==> config.mk <==
export PLATFORM = sky130hd
export DESIGN_NAME = periph_regspace
export DESIGN_NICKNAME = d
export VERILOG_FILES = /design/src/rtl/regspace_pkg.sv /design/src/rtl/regspace_decode.sv /design/src/rtl/scratch_bank.sv /design/src/rtl/flag_reg.sv /design/src/rtl/periph_regspace.sv
export SDC_FILE = /design/constraint.sdc
export NUM_CORES = 1
export LEC_CHECK = 0
export BUFFER_PORTS_ARGS = -buffer_cell sky130_fd_sc_hd__buf_2
export CAP_MARGIN = 10
export CORE_ASPECT_RATIO = 1.2
export CORE_MARGIN = 5
export CORE_UTILIZATION = 35
export CTS_BUF_LIST = sky130_fd_sc_hd__clkbuf_4
export CTS_CLUSTER_SIZE = 14
export DETAILED_ROUTE_END_ITERATION = 10
export GPL_ROUTABILITY_DRIVEN = 1
export PLACE_DENSITY_LB_ADDON = 0.2
export SLEW_MARGIN = 25
export SYNTH_ARGS = -nofsm -noshare
export SYNTH_HDL_FRONTEND = slang
export SYNTH_SLANG_ARGS = --single-unit
==> constraint.sdc <==
create_clock -name clk -period 1.6 [get_ports clk]
set_clock_uncertainty 0.2 [all_clocks]
set_input_delay 0.24 -clock clk [delete_from_list [all_inputs] [get_ports clk]]
set_output_delay 0.24 -clock clk [all_outputs]
set_load 0.01 [all_outputs]
==> src/rtl/regspace_pkg.sv <==
`timescale 1ns/1ps
package regspace_pkg;

    localparam int IDX_W = 4;

    typedef enum logic [2:0] {
        OP_IO_RD = 3'd0,
        OP_IO_WR = 3'd1,
        OP_LD    = 3'd2,
        OP_ST    = 3'd3,
        OP_BSET  = 3'd4,
        OP_BCLR  = 3'd5,
        OP_BTST  = 3'd6,
        OP_NOP   = 3'd7
    } req_op_t;

    typedef enum logic [1:0] {
        TGT_NONE = 2'd0,
        TGT_GP   = 2'd1,
        TGT_FLAG = 2'd2,
        TGT_EXT  = 2'd3
    } tgt_t;

    typedef enum logic [1:0] {
        RESP_IDLE = 2'd0,
        RESP_READ = 2'd1,
        RESP_TEST = 2'd2
    } resp_state_t;

endpackage

==> src/rtl/regspace_decode.sv <==
`timescale 1ns/1ps
module regspace_decode
    import regspace_pkg::*;
#(
    parameter int IO_AW         = 6,
    parameter int NUM_GP        = 3,
    parameter int NUM_EXT       = 2,
    parameter int GP_IO_BASE    = 'h1C,
    parameter int FLAG_IO_ADDR  = 'h1A,
    parameter int EXT_DATA_BASE = 'h80
) (
    input  logic [2:0]          op,
    input  logic [IO_AW+1:0]    addr,
    output tgt_t                tgt,
    output logic [IDX_W-1:0]    idx,
    output logic                is_rd,
    output logic                is_wr,
    output logic                is_bset,
    output logic                is_bclr,
    output logic                is_tst
);

    localparam int DATA_AW = IO_AW + 2;
    localparam logic [DATA_AW-1:0] IO_SPAN_A   = DATA_AW'(1 << IO_AW);
    localparam logic [DATA_AW-1:0] BITWIN_A    = DATA_AW'(1 << (IO_AW - 1));
    localparam logic [DATA_AW-1:0] EXT_START_A = IO_SPAN_A + BITWIN_A;
    localparam logic [DATA_AW-1:0] EXT_BASE_A  = DATA_AW'(EXT_DATA_BASE);

    req_op_t            op_e;
    logic               io_hit;
    logic               ext_hit;
    logic [IO_AW-1:0]   io_addr;
    logic [DATA_AW-1:0] ext_off;

    assign op_e    = req_op_t'(op);
    assign ext_off = addr - EXT_BASE_A;

    // Which address space the request lands in
    always_comb begin
        io_hit  = 1'b0;
        ext_hit = 1'b0;
        io_addr = addr[IO_AW-1:0];
        is_rd   = 1'b0;
        is_wr   = 1'b0;
        is_bset = 1'b0;
        is_bclr = 1'b0;
        is_tst  = 1'b0;
        unique case (op_e)
            OP_IO_RD: begin
                is_rd  = 1'b1;
                io_hit = (addr < IO_SPAN_A);
            end
            OP_IO_WR: begin
                is_wr  = 1'b1;
                io_hit = (addr < IO_SPAN_A);
            end
            OP_LD, OP_ST: begin
                is_rd = (op_e == OP_LD);
                is_wr = (op_e == OP_ST);
                if (addr >= BITWIN_A && addr < EXT_START_A) begin
                    io_hit  = 1'b1;
                    io_addr = IO_AW'(addr - BITWIN_A);
                end else if (addr >= EXT_START_A) begin
                    ext_hit = 1'b1;
                end
            end
            OP_BSET: begin
                is_bset = (addr < BITWIN_A);
                io_hit  = is_bset;
            end
            OP_BCLR: begin
                is_bclr = (addr < BITWIN_A);
                io_hit  = is_bclr;
            end
            OP_BTST: begin
                is_tst = (addr < BITWIN_A);
                io_hit = is_tst;
            end
            OP_NOP: ;
        endcase
    end

    // Which register inside that space
    always_comb begin
        tgt = TGT_NONE;
        idx = '0;
        if (io_hit) begin
            if (io_addr == IO_AW'(FLAG_IO_ADDR)) begin
                tgt = TGT_FLAG;
            end
            for (int i = 0; i < NUM_GP; i++) begin
                if (io_addr == IO_AW'(GP_IO_BASE + i)) begin
                    tgt = TGT_GP;
                    idx = IDX_W'(i);
                end
            end
        end
        if (ext_hit) begin
            for (int j = 0; j < NUM_EXT; j++) begin
                if (ext_off == DATA_AW'(j)) begin
                    tgt = TGT_EXT;
                    idx = IDX_W'(j);
                end
            end
        end
    end

endmodule

==> src/rtl/scratch_bank.sv <==
`timescale 1ns/1ps
module scratch_bank #(
    parameter int DATA_W   = 8,
    parameter int NUM_REGS = 3,
    parameter int BIT_W    = 3
) (
    input  logic                             clk,
    input  logic                             rst_n,
    input  logic [NUM_REGS-1:0]              sel,
    input  logic                             wr,
    input  logic                             bset,
    input  logic                             bclr,
    input  logic [BIT_W-1:0]                 bit_idx,
    input  logic [DATA_W-1:0]                wdata,
    output logic [NUM_REGS-1:0][DATA_W-1:0]  q
);

    always_ff @(posedge clk or negedge rst_n) begin
        if (!rst_n) begin
            q <= '0;
        end else begin
            for (int r = 0; r < NUM_REGS; r++) begin
                if (sel[r]) begin
                    if (wr) begin
                        q[r] <= wdata;
                    end else if (bset) begin
                        q[r][bit_idx] <= 1'b1;
                    end else if (bclr) begin
                        q[r][bit_idx] <= 1'b0;
                    end
                end
            end
        end
    end

    for (genvar g = 0; g < NUM_REGS; g++) begin : g_chk
        // a bit operation moves at most one bit
        a_r4_single_bit: assert property (@(posedge clk) disable iff (!rst_n)
            (sel[g] && !wr && (bset || bclr)) |=> ($countones(q[g] ^ $past(q[g])) <= 1));
        // an unselected register keeps its value
        a_r10_hold_unsel: assert property (@(posedge clk) disable iff (!rst_n)
            !sel[g] |=> $stable(q[g]));
    end

endmodule

==> src/rtl/flag_reg.sv <==
`timescale 1ns/1ps
module flag_reg #(
    parameter int NUM_FLAGS = 4,
    parameter int BIT_W     = 3
) (
    input  logic                  clk,
    input  logic                  rst_n,
    input  logic [NUM_FLAGS-1:0]  evt,
    input  logic                  sel,
    input  logic                  wr,
    input  logic                  bset,
    input  logic [NUM_FLAGS-1:0]  wmask,
    input  logic [BIT_W-1:0]      bit_idx,
    output logic [NUM_FLAGS-1:0]  flags
);

    logic [NUM_FLAGS-1:0] clr;

    always_comb begin
        for (int k = 0; k < NUM_FLAGS; k++) begin
            clr[k] = sel && ((wr && wmask[k]) || (bset && bit_idx == BIT_W'(k)));
        end
    end

    always_ff @(posedge clk or negedge rst_n) begin
        if (!rst_n) begin
            flags <= '0;
        end else begin
            flags <= (flags & ~clr) | evt;
        end
    end

    // an event always lands, whatever else happens that cycle
    a_r8_event_wins: assert property (@(posedge clk) disable iff (!rst_n)
        (|evt) |=> ((flags & $past(evt)) == $past(evt)));
    // no flag rises without its event
    a_r6_no_spurious_set: assert property (@(posedge clk) disable iff (!rst_n)
        1'b1 |=> ((flags & ~$past(flags) & ~$past(evt)) == '0));
    // a bit set clears at most one flag
    a_r7_one_flag_cleared: assert property (@(posedge clk) disable iff (!rst_n)
        (sel && bset && !wr) |=> ($countones($past(flags) & ~flags) <= 1));

endmodule

==> src/rtl/periph_regspace.sv <==
`timescale 1ns/1ps
module periph_regspace
    import regspace_pkg::*;
#(
    parameter int DATA_W        = 8,
    parameter int IO_AW         = 6,
    parameter int NUM_GP        = 3,
    parameter int NUM_EXT       = 2,
    parameter int NUM_FLAGS     = 4,
    parameter int GP_IO_BASE    = 'h1C,
    parameter int FLAG_IO_ADDR  = 'h1A,
    parameter int EXT_DATA_BASE = 'h80
) (
    input  logic                  clk,
    input  logic                  rst_n,
    input  logic                  req_valid,
    input  logic [2:0]            req_op,
    input  logic [IO_AW+1:0]      req_addr,
    input  logic [$clog2(DATA_W)-1:0] req_bit,
    input  logic [DATA_W-1:0]     req_wdata,
    input  logic [NUM_FLAGS-1:0]  flag_evt,
    output logic                  rd_valid,
    output logic [DATA_W-1:0]     rd_data,
    output logic                  test_valid,
    output logic                  test_result
);

    localparam int DATA_AW = IO_AW + 2;
    localparam int BIT_W   = $clog2(DATA_W);
    localparam logic [DATA_AW-1:0] IO_SPAN_A = DATA_AW'(1 << IO_AW);
    localparam logic [DATA_AW-1:0] BITWIN_A  = DATA_AW'(1 << (IO_AW - 1));

    tgt_t                           tgt;
    logic [IDX_W-1:0]               idx;
    logic                           is_rd, is_wr, is_bset, is_bclr, is_tst;
    logic [NUM_GP-1:0]              gp_sel;
    logic [NUM_EXT-1:0]             ext_sel;
    logic                           flag_sel;
    logic [NUM_GP-1:0][DATA_W-1:0]  gp_q;
    logic [NUM_EXT-1:0][DATA_W-1:0] ext_q;
    logic [NUM_FLAGS-1:0]           flags;
    logic [DATA_W-1:0]              sel_val;
    resp_state_t                    state_q, state_d;
    logic [DATA_W-1:0]              data_q;
    logic                           bit_q;
    req_op_t                        op_e;

    assign op_e = req_op_t'(req_op);

    regspace_decode #(
        .IO_AW         (IO_AW),
        .NUM_GP        (NUM_GP),
        .NUM_EXT       (NUM_EXT),
        .GP_IO_BASE    (GP_IO_BASE),
        .FLAG_IO_ADDR  (FLAG_IO_ADDR),
        .EXT_DATA_BASE (EXT_DATA_BASE)
    ) u_decode (
        .op      (req_op),
        .addr    (req_addr),
        .tgt     (tgt),
        .idx     (idx),
        .is_rd   (is_rd),
        .is_wr   (is_wr),
        .is_bset (is_bset),
        .is_bclr (is_bclr),
        .is_tst  (is_tst)
    );

    for (genvar g = 0; g < NUM_GP; g++) begin : g_gp_sel
        assign gp_sel[g] = req_valid && (tgt == TGT_GP) && (idx == IDX_W'(g));
    end
    for (genvar e = 0; e < NUM_EXT; e++) begin : g_ext_sel
        assign ext_sel[e] = req_valid && (tgt == TGT_EXT) && (idx == IDX_W'(e));
    end
    assign flag_sel = req_valid && (tgt == TGT_FLAG);

    scratch_bank #(
        .DATA_W   (DATA_W),
        .NUM_REGS (NUM_GP),
        .BIT_W    (BIT_W)
    ) u_gp (
        .clk     (clk),
        .rst_n   (rst_n),
        .sel     (gp_sel),
        .wr      (is_wr),
        .bset    (is_bset),
        .bclr    (is_bclr),
        .bit_idx (req_bit),
        .wdata   (req_wdata),
        .q       (gp_q)
    );

    scratch_bank #(
        .DATA_W   (DATA_W),
        .NUM_REGS (NUM_EXT),
        .BIT_W    (BIT_W)
    ) u_ext (
        .clk     (clk),
        .rst_n   (rst_n),
        .sel     (ext_sel),
        .wr      (is_wr),
        .bset    (1'b0),
        .bclr    (1'b0),
        .bit_idx (req_bit),
        .wdata   (req_wdata),
        .q       (ext_q)
    );

    flag_reg #(
        .NUM_FLAGS (NUM_FLAGS),
        .BIT_W     (BIT_W)
    ) u_flags (
        .clk     (clk),
        .rst_n   (rst_n),
        .evt     (flag_evt),
        .sel     (flag_sel),
        .wr      (is_wr),
        .bset    (is_bset),
        .wmask   (req_wdata[NUM_FLAGS-1:0]),
        .bit_idx (req_bit),
        .flags   (flags)
    );

    // Read source selection
    always_comb begin
        sel_val = '0;
        unique case (tgt)
            TGT_GP: begin
                for (int i = 0; i < NUM_GP; i++) begin
                    if (idx == IDX_W'(i)) sel_val = gp_q[i];
                end
            end
            TGT_EXT: begin
                for (int j = 0; j < NUM_EXT; j++) begin
                    if (idx == IDX_W'(j)) sel_val = ext_q[j];
                end
            end
            TGT_FLAG: sel_val = DATA_W'(flags);
            TGT_NONE: sel_val = '0;
        endcase
    end

    // Response machine: next state
    always_comb begin
        state_d = RESP_IDLE;
        if (req_valid && is_rd) begin
            state_d = RESP_READ;
        end else if (req_valid && is_tst) begin
            state_d = RESP_TEST;
        end
    end

    // Response machine: state register and captured payload
    always_ff @(posedge clk or negedge rst_n) begin
        if (!rst_n) begin
            state_q <= RESP_IDLE;
            data_q  <= '0;
            bit_q   <= 1'b0;
        end else begin
            state_q <= state_d;
            data_q  <= (state_d == RESP_READ) ? sel_val : '0;
            bit_q   <= (state_d == RESP_TEST) && sel_val[req_bit];
        end
    end

    // Response machine: outputs
    always_comb begin
        rd_valid    = 1'b0;
        rd_data     = '0;
        test_valid  = 1'b0;
        test_result = 1'b0;
        unique case (state_q)
            RESP_IDLE: ;
            RESP_READ: begin
                rd_valid = 1'b1;
                rd_data  = data_q;
            end
            RESP_TEST: begin
                test_valid  = 1'b1;
                test_result = bit_q;
            end
            default: ;
        endcase
    end

    // a read strobe yields read data next cycle
    a_r11_read_next: assert property (@(posedge clk) disable iff (!rst_n)
        (req_valid && (op_e == OP_IO_RD || op_e == OP_LD)) |=> (rd_valid && !test_valid));
    // an in-range bit test yields a result next cycle
    a_r11_test_next: assert property (@(posedge clk) disable iff (!rst_n)
        (req_valid && op_e == OP_BTST && req_addr < BITWIN_A) |=> (test_valid && !rd_valid));
    // a bit test above the low window is dropped
    a_r5_test_dropped: assert property (@(posedge clk) disable iff (!rst_n)
        (req_valid && op_e == OP_BTST && req_addr >= BITWIN_A) |=> !test_valid);
    // port-style read beyond the I/O span returns zero
    a_r1_io_range_zero: assert property (@(posedge clk) disable iff (!rst_n)
        (req_valid && op_e == OP_IO_RD && req_addr >= IO_SPAN_A) |=> (rd_valid && rd_data == '0));
    // port-style writes never touch the extended window
    a_r3_io_no_ext: assert property (@(posedge clk) disable iff (!rst_n)
        (req_valid && op_e == OP_IO_WR) |=> $stable(ext_q));
    // reserved status bits stay zero on every read
    a_r6_reserved_zero: assert property (@(posedge clk) disable iff (!rst_n)
        (req_valid && op_e == OP_IO_RD && req_addr == DATA_AW'(FLAG_IO_ADDR))
            |=> (rd_data[DATA_W-1:NUM_FLAGS] == '0));

endmodule

======== Word-level counts from Yosys, hierarchy flattened ========
Cells that the tools add are included.
W data, S select, Z words.
word-level totals
  register bits ........................... 55
  input bits .............................. 29
  output and inout bits ................... 11
  logic and storage cells ................. 146
operators by class
  add/subtract/negate cells ............... 2
  $lt $le $gt $ge ......................... 7
  equality and inequality tests ........... 23
  muxes and demuxes ....................... 52
  bitwise logic cells ..................... 10
  reductions and logical operators ........ 43
operator list
  cell                   count
  $mux W8                16
  $pmux W8 S4            1
  $logic_and A1 B1 Y1    25
  $and A8 B8 Y8          3
  $eq A6 B5 Y1 const B   4
  $or A8 B8 Y8           3
  $mux W2                11
  $lt A8 B7 Y1 const B   2
  $mux W4                4
  $mux W1                13
  $eq A3 B2 Y1 const B   4
  $mux W6                2
  $reduce_and A2 Y1      5
  $eq A3 B3 Y1 const B   3
  $eq A2 B2 Y1 const B   4
  $eq A8 B1 Y1 const B   1
  $ge A8 B6 Y1 const B   1
  $ge A8 B7 Y1 const B   1
  $logic_not A8 Y1       1
  $lt A8 B6 Y1 const B   1
  $not A8 Y8             1
  $sub A8 B8 Y8 const B  1
  $eq A2 B1 Y1 const B   3
  $eq A3 B1 Y1 const B   2
  other kinds (19)       25

======== Logic depth before layout (Yosys ltp) ========
  depth in word-level cells ............... 19
  gate-level depth with buffers ........... 9
  gate-level depth less buffers ........... 7

======== By module ========
From an unflattened synthesis, not the netlist that was laid out.
second synthesis, totals
  cell total of the unflattened synthesis .. 371
  area total of the unflattened synthesis .. 3689.8 µm²
modules (own cells, without submodules)
  module                times used  cells each  area an instance (µm²)  sequential area each (µm²)
  scratch_bank (u_gp)   1           111         1335.0                  600.6
  periph_regspace       1           127         1052.3                  275.3
  scratch_bank (u_ext)  1           85          890.9                   400.4
  flag_reg              1           20          221.5                   100.1
  regspace_decode       1           28          190.2                   0.0

======== Worst setup path before layout ========
OpenSTA, ideal clock, no wires.
  path type ............................... in2reg
  start point ............................. in req_op[1]
  end point ............................... reg bit_q
  library setup time ...................... 0.111 ns
  arrival ................................. 2.085 ns
  required time ........................... 1.289 ns
  setup slack ............................. -0.797 ns
  stages .................................. 9
  buffers on the path ..................... 2
  path through ............................ buf_6 -> and3b_1 -> a2111oi_4 -> o211ai_2 -> buf_6 -> o311ai_2 -> o211ai_1 -> a221o_1 -> a2111oi_2
on the way
  cells in the longest elaborated chain, start to end .. 18
  elaborated cells between the ends (all ways) .. 54
  those cells by class .................... eq/ne: 16; mux: 29; reduce/logical: 9
ends and longest elaborated chain
  what                             RTL line                                        RTL
  start: declaration               periph_regspace.sv:17                           input logic [2:0] req_op,
  $eq A3 B2 Y1 (on tied branches)  regspace_decode.sv:48, regspace_decode.sv:58
  $reduce_or A2 Y1                 regspace_decode.sv:48                           unique case (op_e)
  $mux W6                          regspace_decode.sv:48
  $eq A6 B5 Y1                     regspace_decode.sv:92                           if (io_addr == IO_AW'(GP_IO_BASE + i)) begin
  $mux W1                          regspace_decode.sv:92
  $mux W2                          regspace_decode.sv:92
  $mux W4                          regspace_decode.sv:87                           if (io_hit) begin
  $mux W4 (2 in a row)             regspace_decode.sv:100                          if (ext_off == DATA_AW'(j)) begin
  $mux W4                          regspace_decode.sv:98                           if (ext_hit) begin
  $logic_not A4 Y1                 periph_regspace.sv:130, periph_regspace.sv:135
  $mux W8 (3 in a row)             periph_regspace.sv:130                          if (idx == IDX_W'(i)) sel_val = gp_q[i];
  $pmux W8 S4                      periph_regspace.sv:127                          unique case (tgt)
  $bmux W1 S3                      periph_regspace.sv:162                          bit_q <= (state_d == RESP_TEST) && sel_val[req_bit];
  $mux W1 (not written as such)    periph_regspace.sv:162
  $logic_and A1 B1 Y1 *            periph_regspace.sv:162
  end signal: assignment           periph_regspace.sv:162
  end: declaration                 periph_regspace.sv:45                           logic bit_q;
Every way passes the cells marked *; elsewhere a longest branch is shown, timed or not. The select of a mux whose other input is x is not followed.
A chain may end at the register's enable or synchronous reset.

==> run_results.csv <==
group,metric,value,unit
clocking,clk_path_buf_depth,2,
place,gp_congestion,0.943,
status,status,"finished with violations",
worst_hold_path,hp-class,"in2reg",
timing,worst_pin_slew,0.534,ns
grt,overflow,0,
timing,fmax,474,MHz
layout,area_growth,49.9,%
layout,finish.utilization,53.7,%
floorplanning,die_w,93.4,um
status,violations,"setup timing",
layout,layout-drive-gt1-share,50.6,%
power,vdd_ir_drop_max,504,uV
timing,maxSlewViolCount,0,
floorplanning,core_area,0.00815,sq mm
yosys,ys_ff_latch,55,
layout,mostFrequentLayoutCell,"dfrtp_1",
clocking,clk_pin_slew,0.16,ns
layout,seq_area,0.00138,sq mm
clocking,cts.sinks,55,
worst_setup_path,crit_path_top_delay_cell,"or4_4",
yosys,netlist_instances,292,
grt,track_usage,17.9,%
yosys,yosysTopAreaCellShare,47.1,%
timing,setup_viol,50,
power,p_total,2.57,mW
clocking,numCtsBuffers,5,
worst_setup_path,cp-end-kind,"register",
clocking,cts_tree,"done",
worst_setup_path,path_cells,"buf_8 -> nand2b_4 -> a2111oi_4 -> o211ai_4 -> or4_4 -> nor2_1 -> mux2_1",
worst_hold_path,min_to,"bit_q$_DFF_PN0_",
layout,final_cells,511,
worst_setup_path,reg2reg_depth,5,
grt,grt_pass1_vias,2714,
layout,multi_input_area,0.00181,sq mm
timing,fin_crit_sh,132,%
floorplanning,start_util,35.8,%
worst_setup_path,cp.required,1.69,ns
routing,viasPerCell,5.14,
yosys,synth_flop_cell,"dfrtp_1",
timing,rsz0062_at_grt,"true",
worst_setup_path,crit_fanout,5,
routing,antenna_left,0,
clocking,cts_root_buf,"clkbuf_4",
routing,drt-initial-drc-count,102,
yosys,synth_edf_count,0,
place,port_buffers,39,
layout,final_cell_mix,"55 x dfrtp_1, 42 x buf_4, 34 x buf_2, 21 x nor2_1, 21 x buf_6",
worst_setup_path,critical_path_class,"in2reg",
timing,slew_headroom,64.3,%
job,max_cap_violations,0,
worst_hold_path,min-delay-start,"req_bit[0]",
floorplanning,dieHeight,110,um
floorplanning,std_cell_rows,36,
yosys,synth_area,0.00292,sq mm
worst_setup_path,r2r-end,"bit_q$_DFF_PN0_",
place,place_hpwl,6350,um
timing,hold_viol,0,
routing,drtPass1Iterations,4,
floorplanning,dieArea,0.0103,sq mm
routing,routed_wl,8800,um
worst_setup_path,r2r-start,"u_flags.flags[3]$_DFF_PN0_",
routing,num_vias,2624,
power,power_leakage,1.95,nW
worst_setup_path,worst-path-buf-inv,1,
yosys,ys_seq_area_share,47.1,%
worst_setup_path,crit_path_max_incr_delay,0.60,ns
layout,antenna_cells,0,
timing,fin_crit,2.11,ns
grt,grt_max_degree,56,
worst_setup_path,cp_top_family,"simple AND/OR/NAND/NOR gates",
worst_setup_path,rrSetupSlack,-0.29,ns
layout,fillers,722,
yosys,syn_avg_cell_area,10.0,sq um
timing,layout_setup_ws,-0.509,ns
routing,wl_per_cell,17.2,um
routing,drc,0,
layout,finalNetCount,426,
yosys,netlist_top_cells_area,"dfrtp_1 47%, mux2_2 9.3%, nor2_1 4.5%, o21ai_0 4.5%, mux2i_1 3.4%",
place,dpl.cell_count,483,
place,dp_worst_setup_slack,-0.927,ns
timing,hold-worst-slack,0.0892,ns
worst_setup_path,worstSetupStartpointType,"input pin",
grt,grt_pass1_wl,14200,um
yosys,synthesis.nets,321,
worst_hold_path,min_delay_path_depth,4,
clocking,htreeDepth,2,
worst_setup_path,cp.arrival,2.19,ns
place,place_area,0.00366,sq mm
grt,antenna_found_initial,0,
floorplanning,io_pins,40,
power,power_density,587,mW/mm^2
yosys,ys_types,50,
timing,final.setup.tns,-12.30,ns
yosys,synthArstFlopShare,100,%
yosys,synth.largest_area_cell,"dfrtp_1",
layout,design_area,0.00438,sq mm
clocking,clkLatencyLatePin,0.38,ns
yosys,yosysWarningCount,0,
-- final cells by class --
class,count,area share [%]
clock inverters,2,0.858
clock buffers,5,0.858
inverters,8,0.686
repair buffers,116,21.5
flip-flops and latches,55,31.4
multi-input cells,211,41.4
well taps,114,3.26
-- cells by family (layout without fill, tap and decap cells) --
logic type             count (synthesis)  count (layout)  synth area share [%]
buffers and inverters                 27             131                  3.99
DFF                                   55              55                  47.1
muxes                                 37              37                  13.8
AOI/OAI and AO/OA                     83              83                  19.0
and+or+nand+nor                       90              91                  16.0
-- power breakdown --
| group | internal [mW] | total [mW] | switching (mW) | leakage, nW |
|---|---|---|---|---|
| combinational | 0.176 | 0.399 | 0.223 | 1.16 |
| clock | 0.321 | 0.769 | 0.448 | 0.0373 |
| sequential | 1.40 | 1.40 | 0.00327 | 0.747 |
-- synth_stat cells, types with 2 or more instances --
master    count
o21ai_1       8
nand4b_1      2
buf_6         2
clkbuf_1     15
a211oi_1      3
o22a_1        3
mux2_1        3
mux2i_1      10
nor4_1        2
inv_1         8
o21ai_0      26
a31oi_1       3
mux2_2       24
buf_1         2
nor2_1       35
and2_1       10
a32oi_1       2
a21o_1        4
a22o_1        3
a22oi_1       3
nor3b_1       2
nand3b_1      3
dfrtp_1      55
nand2_1      14
nor2b_1       7
nand2b_1      3
a21oi_1      17
-- metal layers --
layer / vias to the layer above / global-route usage [%] / routed length, um
li1: 1255 / - / -
met1: 1278 / 22.2 / 3760
met2: 68 / 30.6 / 4310
met3: 23 / 2.38 / 352
met4: 0 / 9.01 / 374
met5: - / 0 / 0
-- timing repair --
item | 4_1_cts | 5_1_grt
hold endpoints to repair | 75 | 0
setup buffers | 6 | 4
gates cloned | 2 | 0
resized for setup | 67 | 49
hold buffers | 13 | 0
setup endpoints to repair | 62 | 64
pin swaps | 21 | 12
-- worst reg2reg max path: stages, from the launching register on --
cell	delay, ns
dfrtp_1	0.38
inv_1	0.06
o311ai_2	0.29
o211ai_1	0.18
a221o_1	0.36
a2111oi_2	0.31
-- worst max-delay path by stage --
stage / start / end / slack [ns] / cells past startpoint
2_1_floorplan: req_op[2] / bit_q$_DFF_PN0_ / -0.57 / 7
6_report: req_op[2] / register / -0.51 / 7
5_1_grt: req_op[2] / bit_q$_DFF_PN0_ / -0.59 / 8
3_3_place_gp: req_op[2] / bit_q$_DFF_PN0_ / -0.88 / 8
3_5_place_dp: req_op[2] / bit_q$_DFF_PN0_ / -0.93 / 9
4_1_cts: req_op[2] / bit_q$_DFF_PN0_ / -0.47 / 9
Note: power is estimated with default switching activity, not from simulation.
